[src/rtl/wd_pkg.sv]
package wd_pkg;
   typedef enum logic {
      ST_AWAKE  = 1'b0,
      ST_ASLEEP = 1'b1
   } wd_state_e;
endpackage

[src/rtl/wd_snap.sv]
module wd_snap #(
   parameter int W = 66
) (
   input  logic         clk,
   input  logic         rst_n,
   input  logic         load,
   input  logic [W-1:0] din,
   output logic [W-1:0] snap_q
);
   always_ff @(posedge clk or negedge rst_n) begin
      if (!rst_n)
         snap_q <= '0;
      else if (load)
         snap_q <= din;
   end
endmodule

[src/rtl/wd_cmp.sv]
module wd_cmp #(
   parameter int W        = 66,
   parameter int SEG_W    = 11,
   parameter bit FLAT_CMP = 1'b0
) (
   input  logic [W-1:0] live,
   input  logic [W-1:0] ref_w,
   output logic         diff
);
   localparam int NSEG = (W + SEG_W - 1) / SEG_W;

   generate
      if (FLAT_CMP) begin : g_flat
         assign diff = (live != ref_w);
      end else begin : g_tree
         logic [NSEG-1:0] seg_diff;
         for (genvar g = 0; g < NSEG; g++) begin : g_seg
            localparam int LO = g * SEG_W;
            localparam int HI = ((LO + SEG_W) > W) ? (W - 1) : (LO + SEG_W - 1);
            assign seg_diff[g] = |(live[HI:LO] ^ ref_w[HI:LO]);
         end
         assign diff = |seg_diff;
      end
   endgenerate
endmodule

[src/rtl/wd_ctrl.sv]
module wd_ctrl
   import wd_pkg::*;
(
   input  logic clk,
   input  logic rst_n,
   input  logic sleep_req,
   input  logic change,
   output logic load_snap,
   output logic asleep,
   output logic wake_tgl
);
   wd_state_e state_q, state_d;
   logic      tgl_q, tgl_d;

   always_comb begin
      state_d   = state_q;
      tgl_d     = tgl_q;
      load_snap = 1'b0;
      if (sleep_req) begin
         load_snap = 1'b1;
         state_d   = ST_ASLEEP;
      end else if (state_q == ST_ASLEEP && change) begin
         state_d = ST_AWAKE;
         tgl_d   = ~tgl_q;
      end
   end

   always_ff @(posedge clk or negedge rst_n) begin
      if (!rst_n) begin
         state_q <= ST_AWAKE;
         tgl_q   <= 1'b0;
      end else begin
         state_q <= state_d;
         tgl_q   <= tgl_d;
      end
   end

   assign asleep   = (state_q == ST_ASLEEP);
   assign wake_tgl = tgl_q;
endmodule

[src/rtl/wake_detector.sv]
module wake_detector #(
   parameter int A_W      = 22,
   parameter int B_W      = 22,
   parameter int C_W      = 22,
   parameter int SEG_W    = 11,
   parameter bit FLAT_CMP = 1'b0
) (
   input  logic           clk,
   input  logic           rst_n,
   input  logic           sleep_req,
   input  logic [A_W-1:0] vec_a,
   input  logic [B_W-1:0] vec_b,
   input  logic [C_W-1:0] vec_c,
   output logic           change_o,
   output logic           wake_tgl_o,
   output logic           asleep_o
);
   localparam int W = A_W + B_W + C_W;

   generate
      if (A_W < 1 || B_W < 1 || C_W < 1) begin : g_bad_width
         $error("wake_detector: every vector width must be at least 1");
      end
      if (SEG_W < 1 || SEG_W > W) begin : g_bad_seg
         $error("wake_detector: SEG_W must lie between 1 and the word width");
      end
   endgenerate

   logic [W-1:0] word;
   logic [W-1:0] snap;
   logic         load_snap;

   assign word = {vec_c, vec_b, vec_a};

   wd_snap #(.W(W)) u_snap (
      .clk    (clk),
      .rst_n  (rst_n),
      .load   (load_snap),
      .din    (word),
      .snap_q (snap)
   );

   wd_cmp #(.W(W), .SEG_W(SEG_W), .FLAT_CMP(FLAT_CMP)) u_cmp (
      .live  (word),
      .ref_w (snap),
      .diff  (change_o)
   );

   wd_ctrl u_ctrl (
      .clk       (clk),
      .rst_n     (rst_n),
      .sleep_req (sleep_req),
      .change    (change_o),
      .load_snap (load_snap),
      .asleep    (asleep_o),
      .wake_tgl  (wake_tgl_o)
   );
endmodule

[config.mk]
export PLATFORM = sky130hd
export DESIGN_NAME = wake_detector
export DESIGN_NICKNAME = d
export VERILOG_FILES = /design/src/rtl/wd_pkg.sv /design/src/rtl/wd_snap.sv /design/src/rtl/wd_cmp.sv /design/src/rtl/wd_ctrl.sv /design/src/rtl/wake_detector.sv
export SDC_FILE = /design/constraint.sdc
export NUM_CORES = 1
export LEC_CHECK = 0
export ABC_AREA = 1
export BUFFER_PORTS_ARGS = -buffer_cell sky130_fd_sc_hd__clkbuf_2
export CAP_MARGIN = 0
export CORE_UTILIZATION = 30
export CTS_CLUSTER_DIAMETER = 60
export DETAILED_ROUTE_END_ITERATION = 10
export PLACE_DENSITY_LB_ADDON = 0.25
export SETUP_SLACK_MARGIN = 0.15
export SYNTH_ARGS = -nofsm -noshare
export SYNTH_HDL_FRONTEND = slang
export SYNTH_SLANG_ARGS = --single-unit
export TNS_END_PERCENT = 10
[constraint.sdc]
create_clock -name clk -period 1.9 [get_ports clk]
set_input_delay 0.285 -clock clk [delete_from_list [all_inputs] [get_ports clk]]
set_output_delay 0.285 -clock clk [all_outputs]
set_load 0.02 [all_outputs]
Yosys cells after proc, flatten, opt, wreduce, memory -nomap -nowiden. Index checks and enable logic that the tools add are counted.

Mux-type cells: 3. Bitwise operators: 8. Reductions and logical operators: 4.

Operator list (number): 66-bit OR reduction (1); 11-bit bitwise XOR (6); 1-bit two-way mux (3); 1-bit NOT (2); 2-bit AND reduction (1); 2-bit nonzero test (1); 1-bit logical AND (1).

Register bits after elaboration: 68. Input port bits: 69. Output and inout bits: 3. Word-level logic and storage cells: 18.

Logic depth before layout (Yosys ltp).
Depth in word-level cells: 5. Depth in mapped cells: 12. Depth with buffers taken out: 12.

Modules after synthesis. A second synthesis with hierarchy kept.

Cells, all modules: 532. Area, all modules: 3667.3 µm².

By module, submodules not included: wd_snap (times used 1, cells an instance 279, area an instance 2481.1 µm², seq. area each 1651.6 µm²); wd_cmp (times used 1, cells an instance 240, area an instance 1088.5 µm², seq. area each 0.0 µm²); wd_ctrl (times used 1, cells an instance 13, area an instance 97.6 µm², seq. area each 50.0 µm²).

Worst setup path before layout. Ideal clock, no wire load.

Path type: register -> output. Start: reg u_snap.snap_q[62]. End: out change_o. Arrival time: 1.025 ns. Required time: 1.615 ns. Setup slack: 0.590 ns. Cell stages (with the launch flop): 7. Buffers on the path: 0. Path through: dfrtp_1 > xnor2_1 > nand2_1 > nor2_1 > nand3_1 > nor2_4 > nand3_4.

Word-level cells in the longest chain between the ends: 2.

Ends and longest elaborated chain: from (decl) (line wd_snap.sv:8) `output logic [W-1:0] snap_q`; from (signal assigned) (line wd_snap.sv:14) `snap_q <= din;`; 11-bit bitwise XOR (line wd_cmp.sv:20) `assign seg_diff[g] = |(live[HI:LO] ^ ref_w[HI:LO]);`; 66-bit OR reduction (line wd_cmp.sv:22) `assign diff = |seg_diff;`; to (decl) (line wake_detector.sv:14) `output logic change_o,`.

No other way between the ends.

Worst setup path after layout.
Start: reg u_snap.snap_q[47]. End: out change_o.

Same word-level chain as after synthesis.

==> metrics.txt <==
# TYPE chip_impl_metric gauge
chip_impl_metric{name="first_pass_iters",unit=""} 7
chip_impl_metric{name="antenna_cells_inserted",unit=""} 0
chip_impl_info{name="synth_top_family_by_area",value="simple AND/OR/NAND/NOR gates"} 1
chip_impl_metric{name="synth-adder-area-share",unit="%"} 0
chip_impl_metric{name="powerDensity",unit="nW/µm²"} 873
chip_impl_metric{name="synth_top_area_share",unit="%"} 46.9
chip_impl_metric{name="wl_per_cell",unit="µm"} 10.6
chip_impl_metric{name="clk_pin_slew",unit="ns"} 0.06
chip_impl_metric{name="detail_route.drc_violations",unit=""} 3
chip_impl_info{name="run_status",value="finished, violations left"} 1
chip_impl_metric{name="floorplan.initialDensity",unit="%"} 31.3
chip_impl_metric{name="final.setup_skew",unit="ns"} 0.00612
chip_impl_info{name="startpoint_of_the_worst_slack_reg_to_reg_timing_path",value="u_snap.snap_q[47]$_DFFE_PN0P_"} 1
chip_impl_metric{name="ys_types",unit=""} 18
chip_impl_metric{name="clkSinkCount",unit=""} 68
chip_impl_info{name="tritoncts_clock_tree",value="yes"} 1
chip_impl_metric{name="die_area",unit="µm²"} 12500
chip_impl_metric{name="cts_inserted_buffers",unit=""} 9
chip_impl_metric{name="synth-seq-cells",unit=""} 68
chip_impl_metric{name="layout-drive-gt1-share",unit="%"} 19.8
chip_impl_metric{name="worst_slew_margin_rel",unit="%"} 67.8
chip_impl_metric{name="synth.cell_area",unit="µm²"} 3630
chip_impl_metric{name="max_slew.worst_pin.slew",unit="ns"} 0.483
chip_impl_info{name="clk_root_buffer_cell",value="sky130_fd_sc_hd__clkbuf_16"} 1
chip_impl_info{name="synthDominantAreaCellType",value="sky130_fd_sc_hd__dfrtp_1"} 1
chip_impl_metric{name="synth_compound_gate_area_share",unit="%"} 5.34
chip_impl_metric{name="final_period_minus_worst_setup_slack",unit="ns"} 1.90
chip_impl_metric{name="power.ir.vdd_worst",unit="mV"} 0.484
chip_impl_metric{name="nNetsFinal",unit=""} 657
chip_impl_metric{name="detailedRoute.firstIterationViolations",unit=""} 140
chip_impl_metric{name="placedCellCount",unit=""} 718
chip_impl_metric{name="grt_first_pass_wirelength",unit="mm"} 13.2
chip_impl_info{name="critical_path.startpoint",value="u_snap.snap_q[47]$_DFFE_PN0P_"} 1
chip_impl_metric{name="totalWireLength",unit="mm"} 7.80
chip_impl_metric{name="antenna_violations_before_repair",unit=""} 0
chip_impl_metric{name="grt_max_degree",unit=""} 52
chip_impl_metric{name="totalNegativeSetupSlack",unit="ns"} 0
chip_impl_metric{name="insertion_delay",unit="ns"} 0.33
chip_impl_metric{name="grt_util_all_layers",unit="%"} 13.7
chip_impl_metric{name="route.vias.total",unit=""} 3086
chip_impl_metric{name="syn-instance-count",unit=""} 513
chip_impl_metric{name="global_route.overflow_total",unit=""} 0
chip_impl_metric{name="postLayoutCellArea",unit="µm²"} 4560
chip_impl_metric{name="r2r.worst_path.cells",unit=""} 9
chip_impl_metric{name="stdcell_count",unit=""} 735
chip_impl_metric{name="post_dp_cell_area",unit="µm²"} 4180
chip_impl_info{name="failed_checks",value="design-rule violations"} 1
chip_impl_metric{name="synth_warnings",unit=""} 0
chip_impl_metric{name="grt_pass1_vias",unit=""} 2958
chip_impl_metric{name="port-buffer-count",unit=""} 71
chip_impl_metric{name="timing.reg2reg.setup_slack",unit="ns"} 0.38
chip_impl_metric{name="synth.area.mux_share",unit="%"} 0
chip_impl_metric{name="crit_fanout",unit=""} 2
chip_impl_info{name="worstSetupEndpointType",value="primary output"} 1
chip_impl_metric{name="final-hold-violation-count",unit=""} 0
chip_impl_metric{name="route.detailed.vias_per_inst",unit=""} 4.20
chip_impl_info{name="post_synth_main_area_contributors",value="sky130_fd_sc_hd__dfrtp_1 47%, sky130_fd_sc_hd__nand2_1 25%, sky130_fd_sc_hd__inv_1 7.2%, sky130_fd_sc_hd__xnor2_1 6.8%, sky130_fd_sc_hd__o21ai_0 5.1%"} 1
chip_impl_metric{name="placeableCoreArea",unit="µm²"} 11600
chip_impl_info{name="r2r_end",value="u_ctrl.wake_tgl$_DFFE_PN0P_"} 1
chip_impl_metric{name="place.detailed.hpwl",unit="mm"} 5.67
chip_impl_metric{name="setup_viol",unit=""} 0
chip_impl_info{name="worst-setup-path-type",value="reg2out"} 1
chip_impl_info{name="last_element_of_the_critical_path",value="change_o"} 1
chip_impl_metric{name="synthXorXnorAreaFrac",unit="%"} 7.00
chip_impl_metric{name="htree_levels",unit=""} 3
chip_impl_metric{name="antenna_left",unit=""} 0
chip_impl_metric{name="fin_crit_sh",unit="%"} 99.9
chip_impl_metric{name="drv_slew",unit=""} 0
chip_impl_metric{name="rows",unit=""} 39
chip_impl_metric{name="io_pins",unit=""} 72
chip_impl_metric{name="placer_s_final_routability_congestion_estimate",unit=""} 0.696
chip_impl_info{name="grt_setup_unrepaired",value="yes"} 1
chip_impl_metric{name="maxClockFrequency",unit="MHz"} 527
chip_impl_info{name="holdCritPathClass",value="in2reg"} 1
chip_impl_info{name="type_of_origin_of_the_critical_path",value="register"} 1
chip_impl_metric{name="die_height",unit="µm"} 112
chip_impl_metric{name="cp.arrival",unit="ns"} 1.61
chip_impl_metric{name="synth_sequential_area_ratio",unit="%"} 46.9
chip_impl_metric{name="nets_in_the_synthesized_netlist",unit=""} 582
chip_impl_metric{name="avgSynthCellArea",unit="µm²"} 7.08
chip_impl_metric{name="cp.required",unit="ns"} 1.62
chip_impl_metric{name="die_width",unit="µm"} 112
chip_impl_metric{name="syn2layout_area_growth",unit="%"} 25.7
chip_impl_metric{name="total_leakage_power",unit="nW"} 2.49
chip_impl_metric{name="cts.path.max_buffers",unit=""} 2
chip_impl_metric{name="post_synth_and_or_nand_nor_area_fraction",unit="%"} 32.1
chip_impl_metric{name="maxCapViolations",unit=""} 0
[placed cells by master (no fill, tap or decap), drive strengths merged]
| master | n |
|---|---|
| buf | 9 |
| o21ai | 38 |
| or2 | 7 |
| xnor2 | 28 |
| dfrtp | 68 |
| xor2 | 1 |
| clkbuf | 78 |
| clkinv | 2 |
| bufinv | 2 |
| clkinvlp | 1 |
| nor2 | 31 |
| inv | 70 |
| dlygate4sd3 | 1 |
| nand4 | 1 |
| nand2 | 245 |
| nand3 | 10 |
[area by class of cell]
type                    count  area [µm²]
multi-input cells         361        1660
inverters                  70         263
flip-flops and latches     68        1700
clock inverters             5        77.6
clock buffers              10         229
well taps                 143         179
repair buffers             78         448
fillers                  1214        7050
[worst min-delay path by stage]
stage          cells after the start  slack [ns]                             to      start
2_1_floorplan                      0       -0.01      u_ctrl.asleep$_DFFE_PN0P_      rst_n
3_3_place_gp                       1        0.28  u_snap.snap_q[57]$_DFFE_PN0P_      rst_n
3_5_place_dp                       1        0.28  u_snap.snap_q[57]$_DFFE_PN0P_      rst_n
6_report                           3        0.18  u_snap.snap_q[26]$_DFFE_PN0P_   vec_b[4]
5_1_grt                            3        0.18  u_snap.snap_q[53]$_DFFE_PN0P_   vec_c[9]
4_1_cts                            3        0.16  u_snap.snap_q[65]$_DFFE_PN0P_  vec_c[21]
[routing by layer]
metal	track usage, %	vias up	routed length (µm)
li1	-	1668	-
met1	15.8	1356	3480
met2	22.3	51	3640
met3	6.04	11	558
met4	5.42	0	127
met5	0	-	0
[critical path, cell delays in order (launching register included)]
cell,delay (ns)
sky130_fd_sc_hd__dfrtp_1,0.39
sky130_fd_sc_hd__xnor2_1,0.14
sky130_fd_sc_hd__nand3_1,0.09
sky130_fd_sc_hd__nor2_1,0.13
sky130_fd_sc_hd__nand2_1,0.10
sky130_fd_sc_hd__nor2_2,0.18
sky130_fd_sc_hd__nand3_4,0.11
sky130_fd_sc_hd__buf_8,0.14
[logic make-up after synthesis]
| logic type | count (synthesis) |
|---|---|
| buffers and inverters | 84 |
| AO/OA/AOI/OAI | 38 |
| AND/OR/NAND/NOR | 294 |
| flip-flops | 68 |
| XOR/XNOR | 29 |
[sequential cells by signal, indices dropped and copies added, names as in the netlist]
| register | count |
|---|---|
| u_ctrl.wake_tgl | 1 |
| u_ctrl.asleep | 1 |
| u_snap.snap_q | 66 |
[per-stage QoR]
| step | total power, W | hold WS (ns) | util (%) | worst slack [ns] |
|---|---|---|---|---|
| CTS | 0.00405 | 0.161 | 38.9 | -0.0651 |
| finish | 0.00398 | 0.178 | 39.3 | 0.00135 |
| floorplan | 0.00203 | -0.0106 | - | 0.590 |
| global route | 0.00422 | 0.177 | 39.3 | -0.103 |
| detailed placement | 0.00226 | 0.280 | 36.0 | 0.217 |
| global placement | 0.00224 | 0.284 | 36.0 | 0.225 |
[power breakdown]
group	internal (W)	switching (W)
registers	0.00158	0.0000740
clock network	0.00114	0.000601
logic	0.000254	0.000337
total	0.00297	0.00101
[timing repair]
item,4_1_cts,5_1_grt
endpoints found under the hold margin,34,0
setup buffers,1,0
hold buffers,1,0
resized for setup,5,19
endpoints found under the setup margin,1,1
gates cloned,0,0
pin swaps,4,16
[synth_stat cells]
library cell               number
sky130_fd_sc_hd__or2_0          5
sky130_fd_sc_hd__or2_1          2
sky130_fd_sc_hd__nand4_1        1
sky130_fd_sc_hd__nor2_1        28
sky130_fd_sc_hd__inv_1         70
sky130_fd_sc_hd__nand2_1      244
sky130_fd_sc_hd__nand2_2        1
sky130_fd_sc_hd__dfrtp_1       68
sky130_fd_sc_hd__buf_2          1
sky130_fd_sc_hd__xnor2_1       28
sky130_fd_sc_hd__clkbuf_1      13
sky130_fd_sc_hd__nand3_4        1
sky130_fd_sc_hd__o21ai_2        1
sky130_fd_sc_hd__nor2_2         2
sky130_fd_sc_hd__xor2_1         1
sky130_fd_sc_hd__o21ai_0       37
sky130_fd_sc_hd__nand3_1        9
sky130_fd_sc_hd__nor2_4         1
(Power assumes the default switching activity.)
